`config.mk`:
```
export PLATFORM = sky130hd
export DESIGN_NAME = cal_alarm_top
export DESIGN_NICKNAME = d
export VERILOG_FILES = /design/src/rtl/cal_alarm_pkg.sv /design/src/rtl/cal_field_match.sv /design/src/rtl/cal_alarm_status.sv /design/src/rtl/cal_alarm_pulse.sv /design/src/rtl/cal_alarm_top.sv
export SDC_FILE = /design/constraint.sdc
export NUM_CORES = 1
export LEC_CHECK = 0
export BUFFER_PORTS_ARGS = -buffer_cell sky130_fd_sc_hd__buf_4
export CORE_ASPECT_RATIO = 0.6
export CORE_MARGIN = 2
export CORE_UTILIZATION = 42
export CTS_BUF_LIST = sky130_fd_sc_hd__clkbuf_8 sky130_fd_sc_hd__clkbuf_16
export DETAILED_ROUTE_END_ITERATION = 7
export PLACE_DENSITY = 0.85
export SYNTH_ARGS = -nofsm -noshare
export SYNTH_HDL_FRONTEND = slang
export SYNTH_SLANG_ARGS = --single-unit
```
`constraint.sdc`:
```
create_clock -name clk_i -period 3.6 [get_ports clk_i]
set_clock_uncertainty 0.05 [all_clocks]
set_input_delay 0.36 -clock clk_i [delete_from_list [all_inputs] [get_ports clk_i]]
set_output_delay 0.36 -clock clk_i [all_outputs]
set_load 0.005 [all_outputs]
```
`src/rtl/cal_alarm_pkg.sv`:
```
package cal_alarm_pkg;
  localparam int unsigned NUM_FIELDS = 6;
  localparam int unsigned DEF_FIELD_W = 8;
  localparam int unsigned DEF_FSEL_W = 4;
  localparam int unsigned DEF_PULSE_CYC = 8192;
endpackage

```
`src/rtl/cal_field_match.sv`:
```
module cal_field_match #(
  parameter int unsigned FIELD_W = 8
) (
  input  logic [FIELD_W-1:0] alarm_i,
  input  logic [FIELD_W-1:0] time_i,
  output logic               en_o,
  output logic               hit_o
);
  localparam int unsigned VAL_W = FIELD_W - 1;

  logic [FIELD_W-1:0] ref_val;

  assign en_o    = alarm_i[FIELD_W-1];
  assign ref_val = {1'b0, alarm_i[VAL_W-1:0]};
  // disabled field always passes
  assign hit_o   = !en_o || (ref_val == time_i);
endmodule

```
`src/rtl/cal_alarm_status.sv`:
```
module cal_alarm_status (
  input  logic clk_i,
  input  logic rst_ni,
  input  logic fire_i,
  input  logic stat_wr_i,
  input  logic wr_bit_i,
  input  logic stat_rd_i,
  input  logic rd_stop_i,
  input  logic auto_clr_i,
  output logic alm_o
);
  logic alm_q, alm_d;
  logic seen_q, seen_d;

  always_comb begin
    alm_d  = alm_q;
    seen_d = seen_q;
    if (fire_i) begin
      alm_d  = 1'b1;
      seen_d = 1'b0;   // new alarm must survive the pending STOP
    end else begin
      if (stat_wr_i && !wr_bit_i) alm_d = 1'b0;
      else if (rd_stop_i && auto_clr_i && seen_q) alm_d = 1'b0;
      if (stat_rd_i) seen_d = alm_q;
      else if (rd_stop_i) seen_d = 1'b0;
    end
  end

  always_ff @(posedge clk_i or negedge rst_ni) begin
    if (!rst_ni) begin
      alm_q  <= 1'b0;
      seen_q <= 1'b0;
    end else begin
      alm_q  <= alm_d;
      seen_q <= seen_d;
    end
  end

  assign alm_o = alm_q;
endmodule

```
`src/rtl/cal_alarm_pulse.sv`:
```
module cal_alarm_pulse #(
  parameter int unsigned PULSE_CYC = 8192
) (
  input  logic clk_i,
  input  logic rst_ni,
  input  logic start_i,
  output logic active_o
);
  localparam int unsigned CNT_W = $clog2(PULSE_CYC + 1);
  localparam logic [CNT_W-1:0] LOAD = CNT_W'(PULSE_CYC);

  logic [CNT_W-1:0] cnt_q;

  always_ff @(posedge clk_i or negedge rst_ni) begin
    if (!rst_ni)              cnt_q <= '0;
    else if (start_i)         cnt_q <= LOAD;
    else if (cnt_q != '0)     cnt_q <= cnt_q - 1'b1;
  end

  assign active_o = (cnt_q != '0);
endmodule

```
`src/rtl/cal_alarm_top.sv`:
```
module cal_alarm_top
  import cal_alarm_pkg::*;
#(
  parameter int unsigned FIELD_W   = DEF_FIELD_W,
  parameter int unsigned FSEL_W    = DEF_FSEL_W,
  parameter int unsigned PULSE_CYC = DEF_PULSE_CYC
) (
  input  logic               clk_i,
  input  logic               rst_ni,
  input  logic               tick_i,
  input  logic [FIELD_W-1:0] sec_i,
  input  logic [FIELD_W-1:0] min_i,
  input  logic [FIELD_W-1:0] hour_i,
  input  logic [FIELD_W-1:0] date_i,
  input  logic [FIELD_W-1:0] month_i,
  input  logic [FIELD_W-1:0] wday_i,
  input  logic [FIELD_W-1:0] al_sec_i,
  input  logic [FIELD_W-1:0] al_min_i,
  input  logic [FIELD_W-1:0] al_hour_i,
  input  logic [FIELD_W-1:0] al_date_i,
  input  logic [FIELD_W-1:0] al_month_i,
  input  logic [FIELD_W-1:0] al_wday_i,
  input  logic               alm_en_i,
  input  logic               irq_mode_i,
  input  logic               auto_clr_i,
  input  logic [FSEL_W-1:0]  fsel_i,
  input  logic               bat_irq_dis_i,
  input  logic               on_batt_i,
  input  logic               fout_i,
  input  logic               stat_wr_i,
  input  logic               stat_wr_alm_i,
  input  logic               stat_rd_i,
  input  logic               rd_stop_i,
  output logic               alm_o,
  output logic               irq_pin_no
);
  logic [FIELD_W-1:0] al_arr [NUM_FIELDS];
  logic [FIELD_W-1:0] tm_arr [NUM_FIELDS];
  logic [NUM_FIELDS-1:0] en_vec, hit_vec;

  assign al_arr[0] = al_sec_i;   assign tm_arr[0] = sec_i;
  assign al_arr[1] = al_min_i;   assign tm_arr[1] = min_i;
  assign al_arr[2] = al_hour_i;  assign tm_arr[2] = hour_i;
  assign al_arr[3] = al_date_i;  assign tm_arr[3] = date_i;
  assign al_arr[4] = al_month_i; assign tm_arr[4] = month_i;
  assign al_arr[5] = al_wday_i;  assign tm_arr[5] = wday_i;

  for (genvar g = 0; g < NUM_FIELDS; g++) begin : g_field
    cal_field_match #(.FIELD_W(FIELD_W)) u_match (
      .alarm_i (al_arr[g]),
      .time_i  (tm_arr[g]),
      .en_o    (en_vec[g]),
      .hit_o   (hit_vec[g])
    );
  end

  logic fout_mode, match, fire, pulse_act, low_req, pin_off;

  assign fout_mode = (fsel_i != '0);
  assign match     = (&hit_vec) && (|en_vec);
  assign fire      = tick_i && alm_en_i && !fout_mode && match;

  cal_alarm_status u_status (
    .clk_i      (clk_i),
    .rst_ni     (rst_ni),
    .fire_i     (fire),
    .stat_wr_i  (stat_wr_i),
    .wr_bit_i   (stat_wr_alm_i),
    .stat_rd_i  (stat_rd_i),
    .rd_stop_i  (rd_stop_i),
    .auto_clr_i (auto_clr_i),
    .alm_o      (alm_o)
  );

  cal_alarm_pulse #(.PULSE_CYC(PULSE_CYC)) u_pulse (
    .clk_i    (clk_i),
    .rst_ni   (rst_ni),
    .start_i  (fire && irq_mode_i),
    .active_o (pulse_act)
  );

  assign pin_off = on_batt_i && bat_irq_dis_i;

  always_comb begin
    if (fout_mode)       low_req = !fout_i;
    else if (irq_mode_i) low_req = pulse_act;
    else                 low_req = alm_o;
  end

  assign irq_pin_no = pin_off ? 1'b1 : !low_req;
endmodule

```
### Word level (Yosys, flattened, before mapping)

Index checks and enable logic that the tools add are counted.

| storage, ports and cells | value |
|---|---|
| register bits | 16 |
| input port bits | 113 |
| word-level logic and storage cells | 53 |

| cells by class | value |
|---|---|
| add/sub/neg operators | 1 |
| eq/ne operators | 6 |
| mux-type cells | 11 |
| reduce and logical (&&, ||, !) cells | 32 |

Operator list:

| cell | count |
|---|---|
| equality test 7 x 8 -> 1 bit | 6 |
| 2-to-1 mux 14 bit | 2 |
| nonzero test 14 bit | 1 |
| subtractor 14 x 1 -> 14 bit (second input constant) | 1 |
| logical NOT 1 bit | 10 |
| logical AND 1 bit | 9 |
| 2-to-1 mux 1 bit | 9 |
| logical OR 1 bit | 6 |
| AND reduction 6 bit | 1 |
| nonzero test 3 bit | 2 |
| OR reduction 6 bit | 1 |
| nonzero test 4 bit | 1 |
| nonzero test 2 bit | 1 |

### Depth between registers and ports, before layout

Gate-level depths: netlist (run 1).

| logic depth | value |
|---|---|
| depth in word-level cells | 7 |
| gate-level depth with buffers | 7 |
| depth with buffers taken out | 7 |

### Hierarchy

A second synthesis (run 1) with hierarchy kept.

| second synthesis, totals | value |
|---|---|
| cells, all modules | 165 |
| area total of the unflattened synthesis | 1470.2 µm² |

Modules (own cells, without submodules):

| module | times used | cells each | area each (µm²) |
|---|---|---|---|
| cal_alarm_pulse | 1 | 78 | 758.2 |
| cal_field_match | 6 | 11 | 87.6 |
| cal_alarm_top | 1 | 13 | 98.8 |
| cal_alarm_status | 1 | 8 | 87.6 |

### Worst setup path before layout (run 1)

OpenSTA, ideal clock, no wires.

| path | value |
|---|---|
| path kind | register -> output |
| start | reg u_pulse.cnt_q[12] |
| end | out irq_pin_no |
| arrival | 1.643 ns |
| data required time | 3.190 ns |
| path slack | 1.547 ns |
| cell stages (with the launch flop) | 6 |
| path through | dfrtp_1 -> or4_4 -> or3_4 -> nor2_4 -> a21oi_1 -> o21ai_1 |

| between the ends | value |
|---|---|
| cells in the longest elaborated chain, start to end | 5 |

Ends and longest elaborated chain:

| element | RTL line | text |
|---|---|---|
| start: declaration | cal_alarm_pulse.sv:12 | `logic [CNT_W-1:0] cnt_q;` |
| start signal: assignment | cal_alarm_pulse.sv:17 | `else if (cnt_q != '0) cnt_q <= cnt_q - 1'b1;` |
| nonzero test 14 bit | cal_alarm_pulse.sv:20 | `assign active_o = (cnt_q != '0);` |
| 2-to-1 mux 1 bit | cal_alarm_top.sv:86 | `else if (irq_mode_i) low_req = pulse_act;` |
| 2-to-1 mux 1 bit | cal_alarm_top.sv:85 | `if (fout_mode) low_req = !fout_i;` |
| logical NOT 1 bit | cal_alarm_top.sv:90 | `assign irq_pin_no = pin_off ? 1'b1 : !low_req;` |
| 2-to-1 mux 1 bit | cal_alarm_top.sv:90 |  |
| end: declaration | cal_alarm_top.sv:35 | `output logic irq_pin_no` |

No other way between the ends.

### Final worst setup path (run 1)

Same ends and word-level chain as after synthesis.

==> impl_metrics.py, run 1 <==
metrics = {
    "outcome": {
        "status": "finished, final reports clean",
    },
    "final_layout": {
        "drive_above_1_share_pct": 47.25,
        "nNetsFinal": 388,
        "area_delta_synth_final_pct": 68.56,
        "design_area_mm2": 0.002375,
        "multi_input_area_um2": 989.7,
        "regArea_um2": 400.4,
        "antenna_cells": 0,
        "final_core_util_pct": 73.68,
        "finalNonFillerCells": 318,
        "n_fill_cell": 264,
    },
    "setup_path": {
        "end_kind": "primary output",
        "worst_ep_required_time_ns": 3.19,
        "cp_slowest_stage_delay_ns": 0.56,
        "critPathSlowestCell": "or4_4",
        "start_kind": "register",
        "cp_data_arrival_time_ns": 2.08,
        "criticalPathCategory": "register to primary output",
        "cp_cell_sequence": "or4_4 -> or3_4 -> nor2_4 -> a21oi_1 -> o21ai_1 -> buf_4",
        "critPathMaxFanout": 6,
    },
    "pwr": {
        "power_density_mw_per_mm2": 270.3,
        "power.total_mw": 0.6420,
        "peakVddDrop_v": 0.0002122,
        "p_leak_nw": 1.036,
    },
    "place": {
        "postPlaceCellArea_mm2": 0.002310,
        "hpwl_um": 4048,
        "dp_slack_ns": 1.370,
        "dp.cells": 313,
        "port-buffer-count": 114,
        "gp_congestion": 0.8872,
    },
    "routing": {
        "wl_um": 4464,
        "avgViaCountPerCell": 4.830,
        "drc": 0,
        "drt_iter0_drc": 26,
        "vias": 1536,
        "ant_nets": 0,
        "wl_per_cell_um": 14.04,
        "first_pass_iters": 5,
    },
    "timing": {
        "period_share_pct": 69.21,
        "fin_ws_ns": 1.108,
        "slew-limit-headroom_pct": 63.56,
        "worst_slew_pin_slew_ns": 0.5456,
        "setup_viol": 0,
        "rsz0062_at_grt": "no",
        "holdWs_ns": 0.3465,
        "max_freq_ghz": 0.4014,
        "drv_slew": 0,
        "min_period_ns": 2.492,
        "setup-tns-final_ns": 0,
        "final_hold_viol_count": 0,
    },
    "cts": {
        "cts_buffer_depth": 2,
        "clkLatencyLatePin_ns": 0.25,
        "cts.clk_slew.worst_paths_ns": 0.06,
        "holdBufCountCts": 1,
        "cts_setup_buffers": 0,
        "post_cts_resized": 0,
        "cts_root_buffer": "clkbuf_8",
        "cts_made_buffers": 3,
        "cts.sinks": 16,
        "cts_tree": "built",
        "cts-htree-levels": 1,
    },
    "grt": {
        "overflow": 0,
        "grt_max_degree": 17,
        "grt_usage_pct": 24.24,
        "antenna_found_initial": 0,
        "grt_pass1_wl_um": 7314,
        "grt_pass1_vias": 1638,
    },
    "floorplanning": {
        "dieArea_mm2": 0.003849,
        "initial_core_util_pct": 43.71,
        "die_x_um": 78.77,
        "die_h_um": 48.86,
        "pin_count": 115,
        "num_rows": 16,
        "coreArea_mm2": 0.003223,
    },
    "job": {
        "cap_violations": 0,
    },
    "logic_synthesis": {
        "ys_types": 32,
        "syn_area_per_cell_um2": 9.089,
        "synth_seq_cells": 16,
        "syn_area_mm2": 0.001409,
        "syn_nets": 269,
        "yosysSeqAreaShare_pct": 28.42,
        "yosysWarnings": 0,
        "synthCells": 155,
    },
    "worst_hold_path": {
        "holdCritPathClass": "input port to register",
    },
}
layout by cell type (no fill, tap or decap), drive strengths merged:
cell type    netlist  layout
nor3b              1       1
mux2               1       1
nor4b              1       1
or4                9       9
nor3               8       8
a21oi              4       4
a2111oi            1       1
or3                2       2
a31o               1       1
nor4               2       2
dlygate4sd3        0       1
dfrtp             16      16
nand2              3       3
a22oi              2       2
buf                1     114
nand3              3       3
o21ai              9       9
nand4b             1       1
xnor2             31      31
clkbuf             0       4
nand4              9       9
ha                 1       1
nand2b             1       1
nand3b             1       1
inv                2       2
xor2              21      21
nor2b              1       1
nor2              23      23
worst max-delay path, delay by kind of cell, from the launching register on:
family          cells  cell delay (ns)
simple gates        3             1.10
flops               1             0.40
compound gates      2             0.21
buf+inv             1             0.12
power by group:
| part | switching [mW] | internal (mW) | leakage, nW |
|---|---|---|---|
| Sequential | 0.0401 | 0.211 | 0.170 |
| Clock | 0.0627 | 0.0971 | 0.0288 |
| Combinational | 0.0855 | 0.145 | 0.838 |
area by class of cell:
| cell class | instances | share of cell area, % |
|---|---|---|
| clock buffers | 4 | 2.318 |
| multi-input cells | 136 | 41.68 |
| well taps | 45 | 2.371 |
| flip-flops and latches | 16 | 16.86 |
| repair buffers | 115 | 36.46 |
| inverters | 2 | 0.3161 |
synthesized netlist by cell type:
library cell,n,area [um^2]
nor3_1,6,30.03
inv_1,2,7.510
nand3_1,3,15.01
o21ai_0,2,10.01
nand2_1,3,11.26
nor2_1,21,78.83
nor2b_1,1,6.260
xor2_1,21,183.9
nand4_1,9,56.30
nor4b_1,1,8.760
o21ai_4,1,16.27
a31o_2,1,8.760
or4_1,8,60.06
a21oi_1,4,20.02
nor2_4,2,22.52
nor3_2,2,20.02
or4_4,1,11.26
nand4b_4,1,23.77
buf_6,1,11.26
nor4_1,2,12.51
ha_1,1,12.51
nand3b_1,1,7.510
dfrtp_1,16,400.4
o21ai_1,6,30.03
mux2_2,1,11.26
xnor2_1,31,271.5
or3_1,1,6.260
nand2b_1,1,6.260
a2111oi_2,1,15.01
nor3b_1,1,7.510
or3_4,1,11.26
a22oi_1,2,15.01
logic make-up after synthesis:
kind of cell / after synthesis / share of synthesized area [%]
AND/OR/NAND/NOR: 65 / 28.06
XOR/XNOR: 52 / 32.33
AO/OA/AOI/OAI: 17 / 8.170
flip-flops: 16 / 28.42
buffers and inverters: 3 / 1.332
multiplexers: 1 / 0.7992
adder cells (fa/ha/maj): 1 / 0.8880
registers in the layout (all words and copies together), names as in the netlist:
name,cells
u_pulse.cnt_q,14
u_status.alm_o,1
u_status.seen_q,1
per-layer routing:
layer	part of all wire, %	GRT usage, %	vias to the layer above
met5	0	0	-
met4	0.52	2.339	0
met3	5.9	7.037	5
met2	53	45.73	53
met1	40	28.14	695
li1	-	-	783
worst paths after layout:
| check | to | startpoint | slack (ns) | cells past startpoint |
|---|---|---|---|---|
| max | irq_pin_no | u_pulse.cnt_q[12] | 1.11 | 6 |
| min | u_status.seen_q | stat_rd_i | 0.35 | 3 |
| max reg2reg | u_pulse.cnt_q[4] | u_pulse.cnt_q[12] | 1.61 | 6 |
| min reg2reg | u_pulse.cnt_q[6] | u_pulse.cnt_q[6] | 0.51 | 2 |
| max in group asynchronous | u_pulse.cnt_q[12] | rst_ni | 2.86 | 2 |
| min in group asynchronous | u_pulse.cnt_q[7] | rst_ni | 0.45 | 2 |
No activity file was read; power rests on OpenSTA's default activity.
==> run 2: changes to the inputs <==
- ABC_AREA: not set -> 1
- CORE_UTILIZATION: 42 -> 44
- PLACE_DENSITY: 0.85 -> 0.8
- clock period: 3.6 -> 2.4 ns (I/O delays scaled with it)
==> run 2 against run 1 <==
Compared with the run above:
- register-to-register slack worse by 0.99 ns
- clock-buffer cell count is 1 lower
- synthesized cell count is 120% higher
- total power is 52% higher
- non-clock buffer count stayed put
- critical path type unchanged
- largest power group is now combinational cells
==> impl_metrics.py, run 2 <==
metrics = {
    "timing": {
        "max_freq_ghz": 0.4731,
        "setup_viol": 0,
        "rsz0062_at_grt": "no",
        "slew-limit-headroom_pct": 78.29,
        "final_hold_viol_count": 0,
        "worst_slew_pin_slew_ns": 0.3227,
        "setup-tns-final_ns": 0,
        "holdWs_ns": 0.1953,
        "min_period_ns": 2.114,
        "drv_slew": 0,
        "fin_ws_ns": 0.2861,
        "period_share_pct": 88.08,
    },
    "logic_synthesis": {
        "ys_types": 27,
        "async_flop_share_pct": 100.0,
        "synth_edf_count": 0,
        "yosysMostFrequentCell": "nand2_1",
        "synthTopCellsByCount": "nand2_1 (126), inv_1 (86), nor2_1 (39)",
        "synth_seq_cells": 16,
        "synth_top_cells_by_area": "nand2_1 (25%), dfrtp_1 (21%), inv_1 (17%), nor2_1 (7.7%), xnor2_1 (5.5%)",
        "syn_nets": 458,
        "yosysTopAreaCell": "nand2_1",
        "yosysWarnings": 0,
        "synthCells": 344,
        "synth_flop_cell": "dfrtp_1",
        "syn_area_mm2": 0.001897,
        "yosysSeqAreaShare_pct": 21.11,
        "synth_top_area_share_pct": 24.93,
        "syn_area_per_cell_um2": 5.514,
    },
    "pwr": {
        "p_leak_nw": 1.758,
        "peakVddDrop_v": 0.0002865,
        "power.total_mw": 0.9765,
        "power_density_mw_per_mm2": 340.8,
    },
    "routing": {
        "first_pass_iters": 5,
        "wl_per_cell_um": 9.777,
        "ant_nets": 0,
        "vias": 2215,
        "drt_iter0_drc": 92,
        "avgViaCountPerCell": 4.260,
        "wl_um": 5084,
        "drc": 0,
    },
    "final_layout": {
        "top_register": "u_pulse.cnt_q",
        "nNetsFinal": 576,
        "multi_input_area_mm2": 0.001122,
        "n_fill_cell": 382,
        "drive_above_1_share_pct": 30.87,
        "final_core_util_pct": 69.52,
        "finalNonFillerCells": 520,
        "final_cell_mix": "nand2_1 (126), buf_4 (114), inv_1 (86)",
        "largest_reg_flops": 14,
        "regArea_um2": 400.4,
        "antenna_cells": 0,
        "final_common_cell": "nand2_1",
        "area_delta_synth_final_pct": 51.06,
        "design_area_mm2": 0.002865,
    },
    "cts": {
        "cts_buffer_depth": 2,
        "cts-htree-levels": 1,
        "cts_root_buffer": "clkbuf_8",
        "cts.clk_slew.worst_paths_ns": 0.06,
        "cts_tree": "built",
        "cts_setup_buffers": 0,
        "clkLatencyLatePin_ns": 0.25,
        "cts_made_buffers": 3,
        "cts.sinks": 16,
    },
    "floorplanning": {
        "coreArea_mm2": 0.004121,
        "initial_core_util_pct": 46.02,
        "dieArea_mm2": 0.004870,
        "num_rows": 18,
        "die_h_um": 54.86,
        "pin_count": 115,
        "die_x_um": 88.77,
    },
    "grt": {
        "overflow": 0,
        "grt_pass1_wl_um": 8024,
        "grt_usage_pct": 21.10,
        "antenna_found_initial": 0,
        "grt_pass1_vias": 2042,
        "grt_max_degree": 17,
    },
    "place": {
        "port-buffer-count": 114,
        "dp_slack_ns": 0.4014,
        "hpwl_um": 4545,
        "gp_congestion": 0.7871,
        "dp.cells": 516,
        "postPlaceCellArea_mm2": 0.002805,
    },
    "setup_path": {
        "criticalPathCategory": "register to primary output",
        "start_kind": "register",
        "end_kind": "primary output",
        "worst_ep_required_time_ns": 2.11,
        "critPathMaxFanout": 11,
        "cp_data_arrival_time_ns": 1.82,
    },
    "worst_hold_path": {
        "holdCritPathClass": "input port to register",
    },
    "job": {
        "cap_violations": 0,
    },
    "outcome": {
        "status": "finished, final reports clean",
    },
}
run 2: cell types whose count changed after synthesis, moves of 5 or more:
cell	previous run	this run
o21ai_1	6	1
xnor2_1	31	12
xor2_1	21	11
inv_1	2	86
inv_2	0	10
nand2_1	3	126
or4_1	8	0
nand4_1	9	3
nand3_1	3	9
nor3_1	6	0
nor2_1	21	39
run 2: timing repair:
action | CTS | global route
gates resized for setup | 0 | 1
endpoints found under the hold margin | 16 | 0
setup endpoints to repair | 0 | 1
hold buffers | 1 | 0
run 2: cell type report:
class | count | share of cell area, %
inverter | 96 | 12.58
timing repair buffer | 115 | 30.22
multi-input combinational | 230 | 39.17
tap | 60 | 2.620
clock buffer | 3 | 1.441
sequential | 16 | 13.97
run 2: final timing paths:
kind                                    from           endpoint  slack (ns)  depth (start not counted)
max                         u_pulse.cnt_q[0]         irq_pin_no        0.29                          9
min reg2reg                u_pulse.cnt_q[13]  u_pulse.cnt_q[13]        0.48                          2
max reg2reg                 u_pulse.cnt_q[0]   u_pulse.cnt_q[4]        0.62                         10
max in group asynchronous             rst_ni   u_pulse.cnt_q[6]        1.79                          2
min                            stat_wr_alm_i     u_status.alm_o        0.20                          3
min in group asynchronous             rst_ni  u_pulse.cnt_q[10]        0.33                          2
run 2: report_power, final:
group          internal, mW  total (mW)  switching [mW]
combinational         0.224       0.392           0.168
sequential            0.318       0.384          0.0655
clock                 0.111       0.201          0.0896
total                 0.653       0.976           0.324
run 2: logic make-up (layout without fill, tap and decap cells):
logic type                 count (synthesis)  after routing  share of synthesized area (%)
AOI/OAI and AO/OA                         11             11                          3.232
xor gates and xnor gates                  23             23                          10.62
adders and majority gates                  1              1                         0.6595
buffers and inverters                     98            214                          20.18
DFF                                       16             16                          21.11
and+or+nand+nor                          195            195                          44.20
run 2: routing by layer:
layer,global-route usage (%),share of wire (%),up-vias
li1,-,-,1206
met1,23.06,42,941
met2,42.41,51,62
met3,5.128,5.5,6
met4,3.788,1.2,0
met5,0,0,-
run 2: worst max-delay path: stages (launching register included):
cell,delay (ns)
dfrtp_1,0.40
inv_1,0.07
ha_1,0.17
nand2_1,0.11
nor2_4,0.18
nand4_4,0.23
inv_2,0.13
o21ai_0,0.10
nand3_1,0.08
buf_4,0.10
